===== src/rtl/pfrb_pkg.sv =====
`timescale 1ns/1ps
package pfrb_pkg;
   // Per-slot action decoded at the top for one clock cycle
   typedef enum logic [1:0] {
      SLOT_KEEP  = 2'd0,
      SLOT_FILL  = 2'd1,
      SLOT_EMPTY = 2'd2
   } slot_op_e;
endpackage


===== src/rtl/pfrb_slot.sv =====
`timescale 1ns/1ps
module pfrb_slot
   import pfrb_pkg::*;
#(
   parameter int ADDR_W  = 32,
   parameter int DATA_W  = 32,
   parameter int WORDS   = 8,
   parameter int FAULT_W = 4,
   parameter int TYPE_W  = 2
) (
   input  logic                      clk,
   input  logic                      rst_n,
   input  slot_op_e                  op,
   input  logic [TYPE_W-1:0]         ld_type,
   input  logic [ADDR_W-1:0]         ld_va,
   input  logic [WORDS*DATA_W-1:0]   ld_block,
   input  logic [FAULT_W-1:0]        ld_fault,
   input  logic [ADDR_W-1:0]         lk_va,
   output logic                      hit,
   output logic [DATA_W-1:0]         word,
   output logic [FAULT_W-1:0]        fault
);
   localparam int LOG_WORDS = $clog2(WORDS);
   localparam int IDX_W     = (LOG_WORDS > 0) ? LOG_WORDS : 1;
   localparam int BSH       = $clog2(DATA_W / 8);

   // Byte mask covering one span; size codes beyond the array are clamped
   function automatic logic [ADDR_W-1:0] span_mask(input logic [TYPE_W-1:0] t);
      int unsigned sh;
      sh = (int'(t) > LOG_WORDS) ? LOG_WORDS : int'(t);
      return (ADDR_W'(1) << (sh + BSH)) - ADDR_W'(1);
   endfunction

   logic                valid_q;
   logic [ADDR_W-1:0]   base_q;
   logic [TYPE_W-1:0]   type_q;
   logic [FAULT_W-1:0]  fault_q;
   logic [DATA_W-1:0]   mem_q [WORDS];

   always_ff @(posedge clk or negedge rst_n) begin
      if (!rst_n) begin
         valid_q <= 1'b0;
         base_q  <= '0;
         type_q  <= '0;
         fault_q <= '0;
      end else begin
         case (op)
            SLOT_FILL: begin
               valid_q <= 1'b1;
               base_q  <= ld_va & ~span_mask(ld_type);
               type_q  <= ld_type;
               fault_q <= ld_fault;
            end
            SLOT_EMPTY: valid_q <= 1'b0;
            default: ;
         endcase
      end
   end

   for (genvar k = 0; k < WORDS; k++) begin : g_word
      always_ff @(posedge clk) begin
         if (op == SLOT_FILL) mem_q[k] <= ld_block[k*DATA_W +: DATA_W];
      end
   end

   logic [ADDR_W-1:0] cur_mask;
   logic [IDX_W-1:0]  widx;

   always_comb begin
      cur_mask = span_mask(type_q);
      hit      = valid_q && ((lk_va & ~cur_mask) == base_q);
      widx     = IDX_W'((lk_va & cur_mask) >> BSH);
      word     = mem_q[widx];
      fault    = fault_q;
   end
endmodule


===== src/rtl/pfrb_pick.sv =====
`timescale 1ns/1ps
module pfrb_pick #(
   parameter int N       = 4,
   parameter int DATA_W  = 32,
   parameter int FAULT_W = 4,
   parameter int IDX_W   = 2
) (
   input  logic [N-1:0]          hits,
   input  logic [N*DATA_W-1:0]   words,
   input  logic [N*FAULT_W-1:0]  faults,
   output logic                  any,
   output logic [IDX_W-1:0]      idx,
   output logic [DATA_W-1:0]     word,
   output logic [FAULT_W-1:0]    fault
);
   if (N == 1) begin : g_single
      always_comb begin
         any   = hits[0];
         idx   = '0;
         word  = hits[0] ? words[DATA_W-1:0] : '0;
         fault = hits[0] ? faults[FAULT_W-1:0] : '0;
      end
   end else begin : g_multi
      // Scan from the top down so the lowest hitting index is assigned last
      always_comb begin
         any   = |hits;
         idx   = '0;
         word  = '0;
         fault = '0;
         for (int i = N - 1; i >= 0; i--) begin
            if (hits[i]) begin
               idx   = IDX_W'(i);
               word  = words[i*DATA_W +: DATA_W];
               fault = faults[i*FAULT_W +: FAULT_W];
            end
         end
      end
   end
endmodule


===== src/rtl/pfrb_top.sv =====
`timescale 1ns/1ps
module pfrb_top
   import pfrb_pkg::*;
#(
   parameter int ENTRIES = 4,
   parameter int WORDS   = 8,
   parameter int DATA_W  = 32,
   parameter int ADDR_W  = 32,
   parameter int FAULT_W = 4,
   localparam int ENT_W  = (ENTRIES > 1) ? $clog2(ENTRIES) : 1,
   localparam int TYPE_W = ($clog2($clog2(WORDS) + 1) > 0) ? $clog2($clog2(WORDS) + 1) : 1
) (
   input  logic                     clk,
   input  logic                     rst_n,
   input  logic [ADDR_W-1:0]        lk_va,
   output logic                     lk_hit,
   output logic [ENT_W-1:0]         lk_idx,
   output logic [DATA_W-1:0]        lk_data,
   output logic                     lk_data_ok,
   output logic [FAULT_W-1:0]       lk_fault,
   input  logic                     ld_en,
   input  logic [ENT_W-1:0]         ld_idx,
   input  logic [TYPE_W-1:0]        ld_type,
   input  logic [ADDR_W-1:0]        ld_va,
   input  logic [WORDS*DATA_W-1:0]  ld_block,
   input  logic [FAULT_W-1:0]       ld_fault,
   input  logic                     inv_one_en,
   input  logic [ENT_W-1:0]         inv_idx,
   input  logic                     inv_all_en
);
   // Elaboration-time parameter checks
   if (WORDS < 2 || (WORDS & (WORDS - 1)) != 0) begin : g_bad_words
      $error("pfrb_top: WORDS must be a power of two of at least 2");
   end
   if (DATA_W < 8 || (DATA_W % 8) != 0 || ((DATA_W / 8) & (DATA_W / 8 - 1)) != 0) begin : g_bad_data
      $error("pfrb_top: DATA_W must be a power-of-two number of bytes");
   end
   if (ENTRIES < 1) begin : g_bad_entries
      $error("pfrb_top: ENTRIES must be at least 1");
   end
   if (ADDR_W <= $clog2(WORDS) + $clog2(DATA_W / 8)) begin : g_bad_addr
      $error("pfrb_top: ADDR_W too narrow for the largest span");
   end

   slot_op_e                    ops   [ENTRIES];
   logic [ENTRIES-1:0]          hits;
   logic [ENTRIES*DATA_W-1:0]   words;
   logic [ENTRIES*FAULT_W-1:0]  faults;

   for (genvar i = 0; i < ENTRIES; i++) begin : g_slot
      // Priority: invalidate-all, then load, then single invalidate
      always_comb begin
         if (inv_all_en)                               ops[i] = SLOT_EMPTY;
         else if (ld_en && ld_idx == ENT_W'(i))         ops[i] = SLOT_FILL;
         else if (inv_one_en && inv_idx == ENT_W'(i))   ops[i] = SLOT_EMPTY;
         else                                          ops[i] = SLOT_KEEP;
      end

      pfrb_slot #(
         .ADDR_W (ADDR_W),
         .DATA_W (DATA_W),
         .WORDS  (WORDS),
         .FAULT_W(FAULT_W),
         .TYPE_W (TYPE_W)
      ) u_slot (
         .clk     (clk),
         .rst_n   (rst_n),
         .op      (ops[i]),
         .ld_type (ld_type),
         .ld_va   (ld_va),
         .ld_block(ld_block),
         .ld_fault(ld_fault),
         .lk_va   (lk_va),
         .hit     (hits[i]),
         .word    (words[i*DATA_W +: DATA_W]),
         .fault   (faults[i*FAULT_W +: FAULT_W])
      );
   end

   logic                any_hit;
   logic [DATA_W-1:0]   sel_word;
   logic [FAULT_W-1:0]  sel_fault;

   pfrb_pick #(
      .N      (ENTRIES),
      .DATA_W (DATA_W),
      .FAULT_W(FAULT_W),
      .IDX_W  (ENT_W)
   ) u_pick (
      .hits  (hits),
      .words (words),
      .faults(faults),
      .any   (any_hit),
      .idx   (lk_idx),
      .word  (sel_word),
      .fault (sel_fault)
   );

   always_comb begin
      lk_hit     = any_hit;
      lk_fault   = any_hit ? sel_fault : '0;
      lk_data_ok = any_hit && (sel_fault == '0);
      lk_data    = (any_hit && (sel_fault == '0)) ? sel_word : '0;
   end
endmodule


===== config.mk =====
export PLATFORM = sky130hd
export DESIGN_NAME = pfrb_top
export DESIGN_NICKNAME = d
export VERILOG_FILES = /design/src/rtl/pfrb_pkg.sv /design/src/rtl/pfrb_slot.sv /design/src/rtl/pfrb_pick.sv /design/src/rtl/pfrb_top.sv
export SDC_FILE = /design/constraint.sdc
export NUM_CORES = 2
export LEC_CHECK = 0
export CORE_ASPECT_RATIO = 1.5
export CORE_MARGIN = 5
export CORE_UTILIZATION = 55
export DETAILED_ROUTE_END_ITERATION = 12
export DONT_BUFFER_PORTS = 1
export PLACE_DENSITY = 0.75
export SYNTH_ARGS = -nofsm -noshare
export SYNTH_HDL_FRONTEND = slang
export SYNTH_SLANG_ARGS = --single-unit

===== constraint.sdc =====
create_clock -name clk -period 4.4 [get_ports clk]
set_input_delay 1.1 -clock clk [delete_from_list [all_inputs] [get_ports clk]]
set_output_delay 1.1 -clock clk [all_outputs]
set_load 0.1 [all_outputs]

==> impl_results.rst <==
.. list-table::
   :header-rows: 1

   * - Metric
     - Value
   * - Mapped Avg Cell Area
     - 16.7 um^2
   * - Critical path, cell by cell
     - nor4b_1 > nor4_1 > nand4_1 > or4_4 > and2_4 > a221o_1 > a221o_4 > buf_16 > a211oi_4 > buf_12
   * - Dpl ws
     - -0.899 ns
   * - Drt via density
     - 6.38
   * - Final hold violation count
     - 0
   * - Summed instance area of the synthesized netlist
     - 47,500 um^2
   * - Synthesis warning total
     - 0
   * - Count of flip-flops with a built-in enable after synthesis
     - 1,024
   * - Die Y
     - 370 um
   * - Pin slew with the least headroom to its limit
     - 0.756 ns
   * - Final clock period utilization by the worst path
     - 118%
   * - First-pass detailed-route iteration total
     - 5
   * - Cell Pwr Density
     - 452 nW/um^2
   * - Core area
     - 86,000 um^2
   * - Adder and majority cell fraction of the synthesized area
     - 0.0527%
   * - Effective utilization at floorplan
     - 55.2%
   * - Compound-gate portion of the synthesized area
     - 4.93%
   * - Horizontal extent of the die
     - 250 um
   * - Fill cell count
     - 5,617
   * - Share of total power in sequential cells
     - 52.2%
   * - Setup slack of the critical path after layout
     - -0.794 ns
   * - Die footprint
     - 92,400 um^2
   * - Number of distinct library cells after synthesis
     - 54
   * - Flop and latch count out of synthesis
     - 1,180
   * - Pin count of the biggest net entering global routing
     - 157
   * - H-Tree Level Count
     - 3
   * - Switching share of power
     - 22.9%
   * - Number of routed nets with antenna violations
     - 0
   * - Max-cap violations
     - 0
   * - Upper clock frequency limit
     - 193 MHz
   * - Reg2reg start
     - g_slot[3].u_slot.type_q[0]
   * - Crit path time final
     - 5.19 ns
   * - Cell at the slowest stage of the critical path
     - or4_4
   * - Max-slew headroom
     - 49.6%
   * - Worst Setup SP
     - lk_va[2]
   * - Clock power frac
     - 38.1%
   * - Startpoint types
     - input port
   * - Leakage power figure
     - 19.0 nW
   * - Cell area after layout
     - 55,300 um^2
   * - Skew final
     - 0 ns
   * - Startpoint-to-endpoint class of the critical path
     - input port to output pin
   * - Layout overhead on the synthesized area
     - 16.5%
   * - Sequential share of the synthesized area
     - 73.0%
   * - Total gr overflow
     - 0
   * - Global-route wire length before repair
     - 192 mm
   * - Dominant combinational cell family by area after synthesis
     - multiplexers
   * - CTS Root Buffer Type
     - clkbuf_16
   * - VDD IR-drop max
     - 0.508 mV
   * - Switching power summed over all nets
     - 5.74 mW
   * - Vias after detailed routing
     - 27,000
   * - Delay contributed by the slowest stage of the critical path
     - 0.61 ns
   * - Final total negative setup slack
     - -24.58 ns
   * - Clock latency reported for the late side of the worst-skew pair
     - 0.70 ns
   * - Count of unresolved DRC violations after routing
     - 0
   * - Top-level port count
     - 375
   * - Total internal power
     - 19.3 mW
   * - Via count of the first global-routing pass
     - 28,500
   * - Total routing resource utilization after global routing
     - 28.5%
   * - HPWL after DPL
     - 84.4 mm
   * - Placed Area
     - 51,200 um^2
   * - Final-layout worst hold slack
     - 0.0905 ns
   * - CTS tree
     - done
   * - GPL Wtd Cong
     - 0.887
   * - Violations in the final reports
     - negative setup slack
   * - Port Buffer Count
     - 0
   * - Flip-flop cell with the highest count after synthesis
     - edfxtp_1
   * - Part of the total power dissipated in combinational logic
     - 9.8%
   * - Clk sinks
     - 1,180
   * - Worst-path maximum fanout
     - 43
   * - Share of final-layout standard cells stronger than drive strength 1
     - 23.0%
   * - Initial antenna violation count
     - 3
   * - Post-Synthesis Cells
     - 2,846
   * - Standard-cell row count
     - 132
   * - Final routed wire length divided by cell count
     - 31.5 um
   * - Inst Count DP
     - 4,015
   * - Clock slew at the register clock pins of the worst setup and hold paths
     - 0.06 ns
   * - Multiplexer share of the synthesized area
     - 11.4%
   * - RSZ-0062 raised after global routing
     - true
   * - # setup viols final
     - 37
   * - Simple-Gate Fraction of Synth Area
     - 7.06%
   * - Number of nets in the final layout
     - 3,332
   * - Crit path arrival time
     - 4.09 ns
   * - Routed WL
     - 133 mm
   * - Result of the run
     - finished, violations left
   * - Worst hold path type
     - input port to asynchronous set/reset pin
   * - XOR/XNOR share of the synthesized area
     - 2.05%
   * - CTS buffer count
     - 105
   * - Number of violations reported at the end of detailed-routing iteration 0
     - 2,915
   * - Nature of the critical path endpoint
     - output pin
   * - Count of non-filler cells in the finished layout
     - 4,222
   * - Number of slew-limit violations in the final report
     - 0
   * - Data required time of the critical path
     - 3.30 ns
   * - Share of synthesized flip-flops with an asynchronous set or reset
     - 13.2%
   * - Clock Path Buffers
     - 3
## power by group through the flow
stage                     combinational, mW  clock, mW  sequential, mW
after floorplan                        1.59          0            13.2
after global placement                 2.31          0            13.2
after detailed placement               2.37          0            13.3
after CTS                              2.44       9.61            13.0
after global routing                   2.62       10.1            13.1
final                                  2.44       9.52            13.1
## cell type report
| class | instances | area (um^2) | share of cell area (%) |
|---|---|---|---|
| antenna | 1 | 2.50 | 0.00453 |
| clock buffer | 131 | 2840 | 5.14 |
| clock inverter | 63 | 736 | 1.33 |
| inverter | 14 | 83.8 | 0.152 |
| multi-input combinational | 1497 | 12800 | 23.1 |
| sequential | 1180 | 34700 | 62.7 |
| tap | 1139 | 1430 | 2.58 |
| timing repair buffer | 197 | 2760 | 4.99 |
## cells in the mapped netlist, types with 8 or more instances
library cell  instances  area, um^2
clkbuf_1            119         447
o21ai_0              76         380
dfrtp_1             156        3900
and2_1               70         438
xor2_1               81         709
nand3_1               9        45.0
nand2b_1             12        75.1
inv_1                13        48.8
o211ai_1             32         240
a21o_1               33         248
xnor2_1              30         263
a311oi_1             32         280
edfxtp_1           1024       30700
buf_2                 8        40.0
nor2b_1               8        50.1
mux4_2              224        5040
a211oi_2             30         375
nand2_1             616        2310
nand4_1              12        75.1
a211oi_1             34         255
nor4_1               17         106
nor2_1               18        67.6
a21oi_1              71         355
buf_1                25        93.8
mux2_2               33         372
## kinds of logic (layout without fill, tap and decap cells)
kind of cell / count (synthesis) / in the layout
and+or+nand+nor: 789 / 789
other: 2 / 5
muxes: 258 / 258
AOI/OAI and AO/OA: 332 / 333
xor gates and xnor gates: 111 / 111
DFF: 1180 / 1180
adders and majority gates: 2 / 2
buffers and inverters: 172 / 405
## state kept, by name, summed over array words and instances (netlist names)
register,cells
g_slot.u_slot.mem_q,1024
g_slot.u_slot.base_q,128
g_slot.u_slot.fault,16
g_slot.u_slot.type_q,8
g_slot.u_slot.valid_q,4
## final timing paths
| kind | to | slack (ns) | cells past startpoint |
|---|---|---|---|
| max reg2reg | g_slot[3].u_slot.type_q[0] | 3.21 | 3 |
| min in group clk | g_slot[1].u_slot.mem_q[1][11] | 0.47 | 0 |
| min | g_slot[0].u_slot.base_q[19] | 0.09 | 0 |
| max in group asynchronous | g_slot[0].u_slot.fault[3] | 4.02 | 0 |
| max | lk_data[11] | -0.79 | 10 |
| min reg2reg | g_slot[1].u_slot.fault[3] | 0.48 | 2 |
## worst max-delay path, delay by kind of cell
family / cells / cell delay, ns
buf+inv: 2 / 0.43
simple gates: 5 / 1.38
compound gates: 3 / 1.13
## cell usage in the layout (no fill, tap or decap), types with 14 or more instances in the layout
| master | synthesis | layout |
|---|---|---|
| o21ai_0 | 76 | 70 |
| o211ai_1 | 32 | 32 |
| xor2_1 | 81 | 80 |
| dfrtp_1 | 156 | 156 |
| edfxtp_1 | 1024 | 1024 |
| clkbuf_16 | 0 | 110 |
| clkinv_1 | 0 | 20 |
| buf_12 | 0 | 87 |
| nor2_1 | 18 | 14 |
| xnor2_1 | 30 | 28 |
| nand2_1 | 616 | 610 |
| clkbuf_1 | 119 | 19 |
| a311oi_1 | 32 | 32 |
| mux4_2 | 224 | 224 |
| a211oi_4 | 0 | 32 |
| bufinv_16 | 0 | 14 |
| a21o_1 | 33 | 32 |
| and2_1 | 70 | 68 |
| clkinv_2 | 0 | 14 |
| a211oi_1 | 34 | 32 |
| a21oi_1 | 71 | 67 |
| mux2_2 | 33 | 32 |
| buf_4 | 0 | 97 |
## per-layer routing
layer  global-route usage, %  wire, um  up-vias
met5                       0        23        -
met4                    13.7      7190        4
met2                    48.3     67500     1640
met3                    8.55     14700      347
li1                        -         -    11100
met1                    33.6     43600    13800
## metrics by stage
stage               total power [mW]  util (%)
floorplan                       14.8         -
global placement                15.5      59.5
detailed placement              15.6      59.5
CTS                             25.1      64.1
global route                    25.9      64.3
finish                          25.0      64.3
## timing repair
action                     4_1_cts  5_1_grt
hold buffers                     0        0
gates cloned                     5        1
setup endpoints to repair       40       39
pin swaps                       14       11
buffers inserted                 6        1
gates resized for setup         43       13
No activity file was read; power rests on OpenSTA's default activity.
